### src/rtl/ibr_pkg.sv
package ibr_pkg;
  // Control word bit positions; the host sequence depends on these.
  localparam int unsigned IBR_ADDR_LSB = 0;
  localparam int unsigned IBR_RW_BIT   = 16;
  localparam int unsigned IBR_GO_BIT   = 17;
  localparam int unsigned IBR_BUSY_BIT = 18;
  localparam int unsigned IBR_OVR_BIT  = 19;

  typedef enum logic {
    SEL_CTRL = 1'b0,
    SEL_DATA = 1'b1
  } ibr_sel_e;
endpackage

### src/rtl/ibr_window_regs.sv
module ibr_window_regs
  import ibr_pkg::*;
#(
  parameter int unsigned ADDR_W = 16,
  parameter int unsigned DATA_W = 32
) (
  input  logic              clk,
  input  logic              rst_n,
  input  logic              host_wr,
  input  logic              host_sel,
  input  logic [DATA_W-1:0] host_wdata,
  output logic [DATA_W-1:0] host_rdata,
  input  logic              busy,
  input  logic              done,
  input  logic [DATA_W-1:0] rd_value,
  output logic              start,
  output logic [ADDR_W-1:0] addr_q,
  output logic              rw_q,
  output logic [DATA_W-1:0] data_q
);
  logic ovr_q;
  logic ctrl_wr, data_wr;
  logic [DATA_W-1:0] ctrl_view;

  assign ctrl_wr = host_wr && (host_sel == SEL_CTRL);
  assign data_wr = host_wr && (host_sel == SEL_DATA);
  assign start   = ctrl_wr && !busy && host_wdata[IBR_GO_BIT];

  always_ff @(posedge clk or negedge rst_n) begin
    if (!rst_n) begin
      addr_q <= '0;
      rw_q   <= 1'b0;
      data_q <= '0;
      ovr_q  <= 1'b0;
    end else begin
      if (host_wr && busy) begin
        ovr_q <= 1'b1;
      end else if (ctrl_wr && host_wdata[IBR_OVR_BIT]) begin
        ovr_q <= 1'b0;
      end
      if (ctrl_wr && !busy) begin
        addr_q <= host_wdata[IBR_ADDR_LSB +: ADDR_W];
        rw_q   <= host_wdata[IBR_RW_BIT];
      end
      if (data_wr && !busy) begin
        data_q <= host_wdata;
      end else if (done && !rw_q) begin
        data_q <= rd_value;
      end
    end
  end

  always_comb begin
    ctrl_view = '0;
    ctrl_view[IBR_ADDR_LSB +: ADDR_W] = addr_q;
    ctrl_view[IBR_RW_BIT]   = rw_q;
    ctrl_view[IBR_BUSY_BIT] = busy;
    ctrl_view[IBR_OVR_BIT]  = ovr_q;
  end

  assign host_rdata = (host_sel == SEL_DATA) ? data_q : ctrl_view;

  AST_OVR_ON_BUSY_WRITE: assert property (@(posedge clk) disable iff (!rst_n)
    host_wr && busy |=> ovr_q);
  AST_OVR_STICKY: assert property (@(posedge clk) disable iff (!rst_n)
    ovr_q && !(ctrl_wr && !busy && host_wdata[IBR_OVR_BIT]) |=> ovr_q);
  AST_ADDR_FROZEN: assert property (@(posedge clk) disable iff (!rst_n)
    busy |=> $stable(addr_q) && $stable(rw_q));
  AST_READ_CAPTURE: assert property (@(posedge clk) disable iff (!rst_n)
    done && !rw_q |=> data_q == $past(rd_value));
  AST_WRITE_KEEPS_DATA: assert property (@(posedge clk) disable iff (!rst_n)
    busy && rw_q |=> $stable(data_q));
endmodule

### src/rtl/ibr_xfer.sv
module ibr_xfer (
  input  logic clk,
  input  logic rst_n,
  input  logic start,
  input  logic ack,
  output logic busy,
  output logic done
);
  logic busy_q;

  always_ff @(posedge clk or negedge rst_n) begin
    if (!rst_n) begin
      busy_q <= 1'b0;
    end else if (start) begin
      busy_q <= 1'b1;
    end else if (ack) begin
      busy_q <= 1'b0;
    end
  end

  assign busy = busy_q;
  assign done = busy_q && ack;

  AST_BUSY_RISE: assert property (@(posedge clk) disable iff (!rst_n)
    start |=> busy_q);
  AST_REQ_HELD: assert property (@(posedge clk) disable iff (!rst_n)
    busy_q && !ack |=> busy_q);
  AST_BUSY_FALL: assert property (@(posedge clk) disable iff (!rst_n)
    busy_q && ack |=> !busy_q);
  AST_IDLE_ACK_QUIET: assert property (@(posedge clk) disable iff (!rst_n)
    !busy_q && !start |=> !busy_q);
endmodule

### src/rtl/ibr_bridge.sv
module ibr_bridge #(
  parameter int unsigned ADDR_W = 16,
  parameter int unsigned DATA_W = 32
) (
  input  logic              clk,
  input  logic              rst_n,
  input  logic              host_wr,
  input  logic              host_sel,
  input  logic [DATA_W-1:0] host_wdata,
  output logic [DATA_W-1:0] host_rdata,
  output logic              ib_req,
  output logic              ib_we,
  output logic [ADDR_W-1:0] ib_addr,
  output logic [DATA_W-1:0] ib_wdata,
  input  logic              ib_ack,
  input  logic [DATA_W-1:0] ib_rdata
);
  logic start, busy, done, rw_q;
  logic [ADDR_W-1:0] addr_q;
  logic [DATA_W-1:0] data_q;

  ibr_window_regs #(.ADDR_W(ADDR_W), .DATA_W(DATA_W)) u_regs (
    .clk(clk), .rst_n(rst_n),
    .host_wr(host_wr), .host_sel(host_sel),
    .host_wdata(host_wdata), .host_rdata(host_rdata),
    .busy(busy), .done(done), .rd_value(ib_rdata),
    .start(start), .addr_q(addr_q), .rw_q(rw_q), .data_q(data_q)
  );

  ibr_xfer u_xfer (
    .clk(clk), .rst_n(rst_n),
    .start(start), .ack(ib_ack),
    .busy(busy), .done(done)
  );

  assign ib_req   = busy;
  assign ib_we    = rw_q;
  assign ib_addr  = addr_q;
  assign ib_wdata = data_q;

  AST_TARGET_STABLE: assert property (@(posedge clk) disable iff (!rst_n)
    ib_req && !ib_ack |=> $stable(ib_addr) && $stable(ib_we) && $stable(ib_wdata));
endmodule

### config.mk
export PLATFORM = sky130hd
export DESIGN_NAME = ibr_bridge
export DESIGN_NICKNAME = d
export VERILOG_FILES = /design/src/rtl/ibr_pkg.sv /design/src/rtl/ibr_window_regs.sv /design/src/rtl/ibr_xfer.sv /design/src/rtl/ibr_bridge.sv
export SDC_FILE = /design/constraint.sdc
export NUM_CORES = 1
export LEC_CHECK = 0
export ABC_AREA = 0
export BUFFER_PORTS_ARGS = -buffer_cell sky130_fd_sc_hd__clkbuf_2
export CAP_MARGIN = 25
export CORE_MARGIN = 2
export CORE_UTILIZATION = 46
export DETAILED_ROUTE_END_ITERATION = 10
export HOLD_SLACK_MARGIN = 0.12
export PLACE_DENSITY = 0.81
export SYNTH_ARGS = -nofsm -noshare
export SYNTH_HDL_FRONTEND = slang
export SYNTH_SLANG_ARGS = --single-unit
export TNS_END_PERCENT = 50
### constraint.sdc
create_clock -name clk -period 1.4 [get_ports clk]
set_input_delay 0.07 -clock clk [delete_from_list [all_inputs] [get_ports clk]]
set_output_delay 0.07 -clock clk [all_outputs]
set_load 0.02 [all_outputs]
# Yosys cells after proc, flatten, opt, wreduce, memory -nomap -nowiden
# Cells that the tools add are included.
[classes] reduce_logical=14 n_mux=7 n_bitwise=1
[op_table] cell="32-bit 2-to-1 mux" count=3
[op_table] cell="1-bit logical AND" count=9
[op_table] cell="2-bit nonzero test" count=3
[op_table] cell="1-bit 2-to-1 mux" count=4
[op_table] cell="1-bit zero test" count=2
[op_table] cell="1-bit NOT" count=1
[word_totals] in_bits=69 output_inout_bits=82 ff_bits=51 wordCells=27

# Longest topological paths before layout
# Gate-level depths: netlist (run 1).
[logic_depth] depth_word=5 mapped_depth=5 ltp_nobuf=3

# Modules after synthesis
# From an unflattened synthesis (run 1), not the netlist that was laid out.
[hier_totals] cells_unflattened=222 hier_area_um2=2591.2
[modules_own_cells] module="ibr_window_regs" cells_each=218 n_inst=1 area_per_inst_um2=2547.4 seq_area_each_um2=1251.2
[modules_own_cells] module="ibr_xfer" cells_each=4 n_inst=1 area_per_inst_um2=43.8 seq_area_each_um2=25.0

# Worst setup path before layout (run 1)
# OpenSTA, ideal clock, no wires.
[synth_timing] path_type="register -> register" start="register u_regs.rw_q" end="register u_regs.data_q[10]" n_path_buf=2 required_ns=1.263 arrival_time_ns=1.247 path_stages_with_launch=6 slack_ns=0.015 setup_time_ns=0.137 cell_sequence="dfrtp_1 > and2b_1 > buf_6 > buf_8 > mux2i_1 > a21oi_1"
[synth_between] elab_chain_len=3
[synth_rtl] element="start: declaration" line_no="ibr_window_regs.sv:18" rtl="output logic rw_q,"
[synth_rtl] element="start signal: assignment" line_no="ibr_window_regs.sv:43" rtl="rw_q <= host_wdata[IBR_RW_BIT];"
[synth_rtl] element="1-bit zero test" line_no="ibr_window_regs.sv:47" rtl="end else if (done && !rw_q) begin"
[synth_rtl] element="1-bit logical AND" line_no="ibr_window_regs.sv:47"
[synth_rtl] element="2-bit nonzero test (no source line)"
[synth_rtl] element="end signal: assignment" line_no="ibr_window_regs.sv:46" rtl="data_q <= host_wdata;"
[synth_rtl] element="end signal: assignment" line_no="ibr_window_regs.sv:48" rtl="data_q <= rd_value;"
[synth_rtl] element="end: declaration" line_no="ibr_window_regs.sv:19" rtl="output logic [DATA_W-1:0] data_q"
# No other way between the ends.
# A chain may end at the register's enable or synchronous reset.

# Worst setup path in the final report (run 1)
[layout_timing] start="register u_xfer.busy_q (netlist: u_xfer.busy)" end="register u_regs.rw_q"
[layout_between] elab_chain_len=2
[layout_rtl] element="start: declaration" line_no="ibr_xfer.sv:9" rtl="logic busy_q;"
[layout_rtl] element="start signal: assignment" line_no="ibr_xfer.sv:13" rtl="busy_q <= 1'b0;"
[layout_rtl] element="start signal: assignment" line_no="ibr_xfer.sv:15" rtl="busy_q <= 1'b1;"
[layout_rtl] element="start signal: assignment" line_no="ibr_xfer.sv:17" rtl="busy_q <= 1'b0;"
[layout_rtl] element="1-bit zero test" line_no="ibr_window_regs.sv:41" rtl="if (ctrl_wr && !busy) begin"
[layout_rtl] element="1-bit logical AND" line_no="ibr_window_regs.sv:41"
# No other way between the ends.

==> results of run 1 <==
[through the flow]
step	instances	hold slack, ps	cell area, um^2	worst slack [ps]
after floorplan	275	-226	2920	15.5
final	564	182	4590	39.6
after global placement	491	87.8	3790	83.0
after CTS	562	166	4570	16.9
after global routing	564	213	4590	-4.72
after detailed placement	491	88.9	3790	-1.70
[state kept, by name (all words and copies together), names as in the netlist]
signal,count
u_regs.data_q,32
u_regs.addr_q,16
u_regs.ovr_q,1
u_regs.rw_q,1
u_xfer.busy,1
[cells by family after synthesis]
logic type             Yosys count
AOI/OAI and AO/OA               49
DFF                             51
buffers and inverters           28
and+or+nand+nor                 89
muxes                           58
[worst paths after layout]
kind / depth (start not counted) / slack [ps] / to
max: 3 / 40 / u_regs.rw_q$_DFFE_PN0P_
min: 4 / 180 / u_regs.data_q[28]$_DFFE_PN0P_
max reg2reg: 3 / 40 / u_regs.rw_q$_DFFE_PN0P_
min reg2reg: 1 / 530 / u_regs.ovr_q$_DFFE_PN0P_
max in group asynchronous: 3 / 850 / u_xfer.busy$_DFFE_PN0P_
min in group asynchronous: 3 / 290 / u_regs.data_q[9]$_DFFE_PN0P_
[report_power, final]
part,switching [mW],total [mW],internal [mW]
Combinational,1.39,2.48,1.09
Clock,0.484,1.06,0.579
Sequential,0.325,2.12,1.79
[metal layers]
metal  share of wire [%]  GRT usage (%)  up-vias  wire length [um]
met1                  40           32.9     1453              3720
met4                 1.1           6.45        0               107
li1                    -              -     1438                 -
met3                 6.4           4.75       14               604
met5                   0              0        -                 0
met2                  53           50.2      173              4930
[Yosys cell counts (all sizes together)]
master,instances
mux2,35
and2,14
and3,23
dfrtp,51
buf,17
nand2b,1
nand4,9
a22o,1
nand3,36
clkbuf,10
nand2,3
nand3b,1
mux2i,23
a21oi,23
nor3b,1
a211oi,23
and2b,1
inv,1
o21ai,2
[layout by cell type (no fill, tap or decap), drive strengths merged, types with 2 or more instances in the layout]
master       Yosys  routed
dfrtp           51      51
nand3           36      36
clkbuf          10     156
a211oi          23      23
a21oi           23      23
and2            14      14
nand4            9       9
buf             17      19
o21ai            2       2
dlygate4sd3      0      61
and3            23      23
mux2i           23      23
nand2            3       3
mux2            35      35
[cell type report]
type | count | area share, %
Timing Repair Buffer | 231 | 34.9
Tap cell | 77 | 2.10
Multi-Input combinational cell | 196 | 32.5
Clock buffer | 6 | 1.80
Clock inverter | 2 | 0.763
Sequential cell | 51 | 27.8
Inverter | 1 | 0.0817
[worst max-delay path, cell delays in order, from the launching register on]
cell	delay, ps
dfrtp_2	460
nor3b_4	250
buf_12	190
mux2_2	350
[what timing repair did]
action                                 4_1_cts  5_1_grt
setup endpoints to repair                    2        7
resized for setup                            5        2
cloned                                       1        0
hold buffers                                61        0
buffers inserted                             1        2
pin swaps                                    0        0
endpoints found under the hold margin      102        0
==> impl_metrics.env, run 1 <==
export IMPL_synth_area_leaders="dfrtp_1, mux2_2, mux2i_1, nand3_1, a211oi_1"
export IMPL_grt_pass1_vias=3146
export IMPL_routedWlPerCell_um=16.6
export IMPL_vias_per_cell=5.46
export IMPL_crit_type="flop to flop"
export IMPL_cts_tree="yes"
export IMPL_syn_nets=344
export IMPL_synthMuxAreaShare_pct=22.5
export IMPL_synth_simple_area_share_pct=17.8
export IMPL_power_leakage_nw=2.28
export IMPL_hold_violations=0
export IMPL_multi_input_comb_area_um2=1490
export IMPL_fmax_mhz=735
export IMPL_area_growth_pct=57.1
export IMPL_fillers=430
export IMPL_fp_dieH_um=83.7
export IMPL_cts_buffers=5
export IMPL_finalCritPeriodShare_pct=97.2
export IMPL_clk_pin_slew_ps=90
export IMPL_grt_max_degree=52
export IMPL_final_core_util_pct=73.6
export IMPL_tightestPinTransition_ps=282
export IMPL_ys_types=26
export IMPL_final_antenna_net_count=0
export IMPL_power_mw=5.66
export IMPL_cp_end_kind="flop"
export IMPL_synthCells=275
export IMPL_layout_nets=555
export IMPL_seq_area_um2=1280
export IMPL_grt_antenna_before_repair=0
export IMPL_syn_area_um2=2920
export IMPL_rsz0062_at_grt="yes"
export IMPL_htreeDepth=2
export IMPL_reg2reg_from="u_xfer.busy$_DFFE_PN0P_"
export IMPL_initial_core_util_pct=46.9
export IMPL_cts_sinks=51
export IMPL_maxCapViolCount=0
export IMPL_status="finished, final reports clean"
export IMPL_synth_top_area_share_pct=43.6
export IMPL_cp_data_arrival_time_ps=1540
export IMPL_synth_seq_cells=51
export IMPL_die_w_um=83.7
export IMPL_dr_pass1_iters=4
export IMPL_synth_fa_ha_area_share_pct=0
export IMPL_num_vias=3078
export IMPL_skew_ps=7.08
export IMPL_pwr_density_cell_nw_per_um2=1230
export IMPL_io_buffers=150
export IMPL_drt_iter0_drc=205
export IMPL_clkLatencyLatePin_ps=300
export IMPL_syn_area_per_cell_um2=10.6
export IMPL_grt_pass1_wl_mm=15.7
export IMPL_yosysWarnings=0
export IMPL_fin_setup_tns_ps=0
export IMPL_worstHoldStart="host_wdata[28]"
export IMPL_die_area_um2=7010
export IMPL_required_ps=1580
export IMPL_drive_gt1_share_pct=45.6
export IMPL_ir_worst_vdd_v=0.000732
export IMPL_grtUsageTotal_pct=27.2
export IMPL_place_congestion=0.769
export IMPL_core_area_um2=6240
export IMPL_drv_slew=0
export IMPL_maxSlewHeadroom_pct=81.2
export IMPL_min_period_ps=1360
export IMPL_startpoint_type="flop"
export IMPL_final_setup_viol_count=0
export IMPL_rows=29
export IMPL_synth_compound_area_share_pct=10.5
export IMPL_clock_path_buffers=2
export IMPL_cp_max_fo=13
export IMPL_crit_start="u_xfer.busy$_DFFE_PN0P_"
export IMPL_ys_seq_area_share_pct=43.6
export IMPL_io_pins=151
export IMPL_post_dp_hpwl_mm=5.74
export IMPL_hold_path_class="input pin to flop"
export IMPL_synth_xor_area_share_pct=0
export IMPL_clock_root_buffer="clkbuf_8"
export IMPL_synth_top_family_by_area="multiplexers"
export IMPL_wl_mm=9.37
export IMPL_yosysTopAreaCell="dfrtp_1"
export IMPL_num_antenna_cells=0
export IMPL_grt_ovfl_total=0
export IMPL_drc=0
No activity file was read; power rests on OpenSTA's default activity.
==> inputs of run 2 (changes only) <==
--- a/config.mk
+++ b/config.mk
@@ -9,11 +9,12 @@
 export BUFFER_PORTS_ARGS = -buffer_cell sky130_fd_sc_hd__clkbuf_2
 export CAP_MARGIN = 25
 export CORE_MARGIN = 2
-export CORE_UTILIZATION = 46
+export CORE_UTILIZATION = 44
 export DETAILED_ROUTE_END_ITERATION = 10
 export HOLD_SLACK_MARGIN = 0.12
 export PLACE_DENSITY = 0.81
 export SYNTH_ARGS = -nofsm -noshare
 export SYNTH_HDL_FRONTEND = slang
+export SYNTH_HIERARCHICAL = 1
 export SYNTH_SLANG_ARGS = --single-unit
 export TNS_END_PERCENT = 50
==> impl_metrics.env, run 2 <==
export IMPL_clock_path_buffers=2
export IMPL_internal_power_mw=3.31
export IMPL_crit_type="flop to flop"
export IMPL_min_period_ps=1810
export IMPL_comb_power_share_pct=43.4
export IMPL_mostFrequentLayoutCells="clkbuf_2, dlygate4sd3_1, dfrtp_1, mux2_2"
export IMPL_clk_pin_slew_ps=110
export IMPL_status="complete, but fails checks"
export IMPL_async_flop_share_pct=100
export IMPL_grt_antenna_before_repair=0
export IMPL_p_sw_mw=2.15
export IMPL_initial_core_util_pct=46.2
export IMPL_dr_pass1_iters=5
export IMPL_io_buffers=150
export IMPL_grt_max_degree=49
export IMPL_fin_setup_tns_ps=-2060
export IMPL_synth_seq_cells=51
export IMPL_yosysWarnings=6
export IMPL_netlist_top_cells_count="dfrtp_1, a21oi_1, mux2i_1, nor2_1, mux2_2"
export IMPL_maxSlewHeadroom_pct=66.3
export IMPL_power_leakage_nw=2.34
export IMPL_clock_root_buffer="clkbuf_8"
export IMPL_required_ps=1580
export IMPL_fp_dieH_um=80.7
export IMPL_synthFlopType="dfrtp_1"
export IMPL_tightestPinTransition_ps=492
export IMPL_fin_ws_ps=-407
export IMPL_ys_seq_area_share_pct=49.3
export IMPL_area_growth_pct=74.8
export IMPL_synth_top_area_share_pct=49.3
export IMPL_die_w_um=80.7
export IMPL_clkLatencyLatePin_ps=310
export IMPL_cts_sinks=51
export IMPL_fin_cells=522
export IMPL_htreeDepth=2
export IMPL_io_pins=151
export IMPL_finalCritPeriodShare_pct=129
export IMPL_hold_path_class="input pin to flop"
export IMPL_power_mw=5.46
export IMPL_crit_family="flip-flops"
export IMPL_top_register="u_regs/data_q"
export IMPL_fillers=293
export IMPL_ir_worst_vdd_v=0.000709
export IMPL_grt_ovfl_total=0
export IMPL_worst_path_max_delay_cell="dfrtp_2"
export IMPL_layout_nets=517
export IMPL_power_frac_clock_pct=18.7
export IMPL_die_area_um2=6520
export IMPL_grtUsageTotal_pct=28.7
export IMPL_final_common_cell="clkbuf_2"
export IMPL_startpoint_type="flop"
export IMPL_drc=0
export IMPL_yosysTopAreaCell="dfrtp_1"
export IMPL_grt_pass1_vias=2837
export IMPL_switching_share_pct=39.3
export IMPL_skew_ps=21.8
export IMPL_seqPwrFrac_pct=37.9
export IMPL_final_antenna_net_count=0
export IMPL_cp_max_fo=5
export IMPL_cts_tree="yes"
export IMPL_post_dp_hpwl_mm=5.02
export IMPL_num_vias=2996
export IMPL_place_congestion=0.773
export IMPL_cts_buffers=5
export IMPL_drt_iter0_drc=261
export IMPL_synth_most_common_cell="dfrtp_1"
export IMPL_synth_edff_count=0
export IMPL_synth_area_leaders="dfrtp_1, mux2i_1, mux2_2, a21oi_1, mux2_4"
export IMPL_cp_data_arrival_time_ps=1980
export IMPL_pwr_density_cell_nw_per_um2=1200
export IMPL_crit_chain="and2_4 -> nand2b_4 -> buf_8 -> mux2i_1 -> a21oi_1"
export IMPL_largest_register_ffs=32
export IMPL_ys_types=18
export IMPL_failed_checks="negative setup slack"
export IMPL_vias_per_cell=5.74
export IMPL_placedCellCount=438
export IMPL_syn_area_um2=2590
export IMPL_max_stage_delay_ps=480
export IMPL_drive_gt1_share_pct=53.9
export IMPL_routedWlPerCell_um=23.5
export IMPL_maxCapViolCount=0
export IMPL_rsz0062_at_grt="yes"
export IMPL_crit_buf_inv=1
export IMPL_final_setup_viol_count=33
export IMPL_cp_end_kind="flop"
export IMPL_hold_violations=0
export IMPL_top_regs="u_regs/data_q (32), u_regs/addr_q (16)"
export IMPL_rows=27
export IMPL_syn_nets=291
export IMPL_grt_pass1_wl_mm=14.1
export IMPL_synthCells=222
export IMPL_drv_slew=0
export IMPL_wl_mm=12.3
export IMPL_core_area_um2=5610
export IMPL_fmax_mhz=553
export IMPL_syn_area_per_cell_um2=11.7
==> run 2: changes by cell type in the layout (fill, tap and decap cells not counted), moves of 6 or more <==
cell,before,now
buf_4,13,6
a211oi_1,23,0
nand3_1,36,0
nor2_2,0,13
and3_1,18,0
dlygate4sd3_1,61,67
a21oi_2,0,7
nor2_1,0,19
mux2i_4,0,6
nand4_1,9,0
==> run 2: through the flow <==
step	cell area, um^2	worst slack, ps	utilization, %	hold slack (ps)
floorplan	2590	-0.281	-	-226
global placement	3450	49.3	61.5	66.4
detailed placement	3450	-29.9	61.5	66.7
CTS	4270	-0.0588	76.1	228
global route	4530	-352	80.7	276
finish	4530	-407	80.8	251
==> run 2: cells by family after synthesis <==
kind of cell | Yosys count | share of synthesized area, %
compound gates | 34 | 6.81
buf+inv | 18 | 5.02
flops | 51 | 49.3
mux | 68 | 29.3
simple gates | 51 | 9.61
==> run 2: per-layer routing <==
layer	up-vias	wire, um	GRT usage [%]
met1	1419	4070	29.4
met4	0	812	17.8
li1	1220	-	-
met2	279	6000	51.2
met5	-	0	0
met3	78	1370	8.44
==> run 2: power by group through the flow <==
stage | sequential [mW] | combinational [mW] | clock (mW)
after floorplan | 2.33 | 0.851 | 0
after global placement | 2.01 | 1.85 | 0
after detailed placement | 2.02 | 1.89 | 0
after CTS | 1.99 | 2.06 | 1.02
after global routing | 2.10 | 2.47 | 1.10
final | 2.07 | 2.37 | 1.02
==> run 2: worst register-to-register path, stage by stage (launching register included) <==
cell and delay, ps:
dfrtp_2 480, and2_4 170, nand2b_4 170, buf_8 190, mux2i_1 470, a21oi_1 190
==> run 2: what timing repair did <==
action | 4_1_cts | 5_1_grt
gates cloned | 1 | 4
endpoints found under the hold margin | 79 | 0
gates resized for setup | 3 | 40
pin swaps | 0 | 20
hold buffers | 67 | 0
endpoints found under the setup margin | 12 | 42
buffers inserted | 1 | 2
==> run 2: final timing paths <==
kind | endpoint | slack (ps) | start | cells after the start
max in group asynchronous | u_regs/data_q[18]$_DFFE_PN0P_ | 460 | rst_n | 3
hold reg to reg | u_regs/addr_q[4]$_DFFE_PN0P_ | 540 | u_regs/addr_q[4]$_DFFE_PN0P_ | 1
hold / removal | u_regs/ovr_q$_DFFE_PN0P_ | 250 | host_sel | 3
setup reg to reg | u_regs/data_q[22]$_DFFE_PN0P_ | -410 | u_xfer/busy$_DFFE_PN0P_ | 5
setup / recovery | u_regs/data_q[22]$_DFFE_PN0P_ | -410 | u_xfer/busy$_DFFE_PN0P_ | 5
min in group asynchronous | u_regs/data_q[31]$_DFFE_PN0P_ | 330 | rst_n | 2
==> run 2: layout make-up <==
class,instances,area (um^2),share of cell area (%)
multi-input combinational,153,1340,29.6
sequential,51,1280,28.2
clock buffer,7,76.3,1.68
inverter,1,3.75,0.0828
tap,72,90.1,1.99
antenna,1,2.50,0.0552
clock inverter,1,30.0,0.663
timing repair buffer,236,1710,37.7
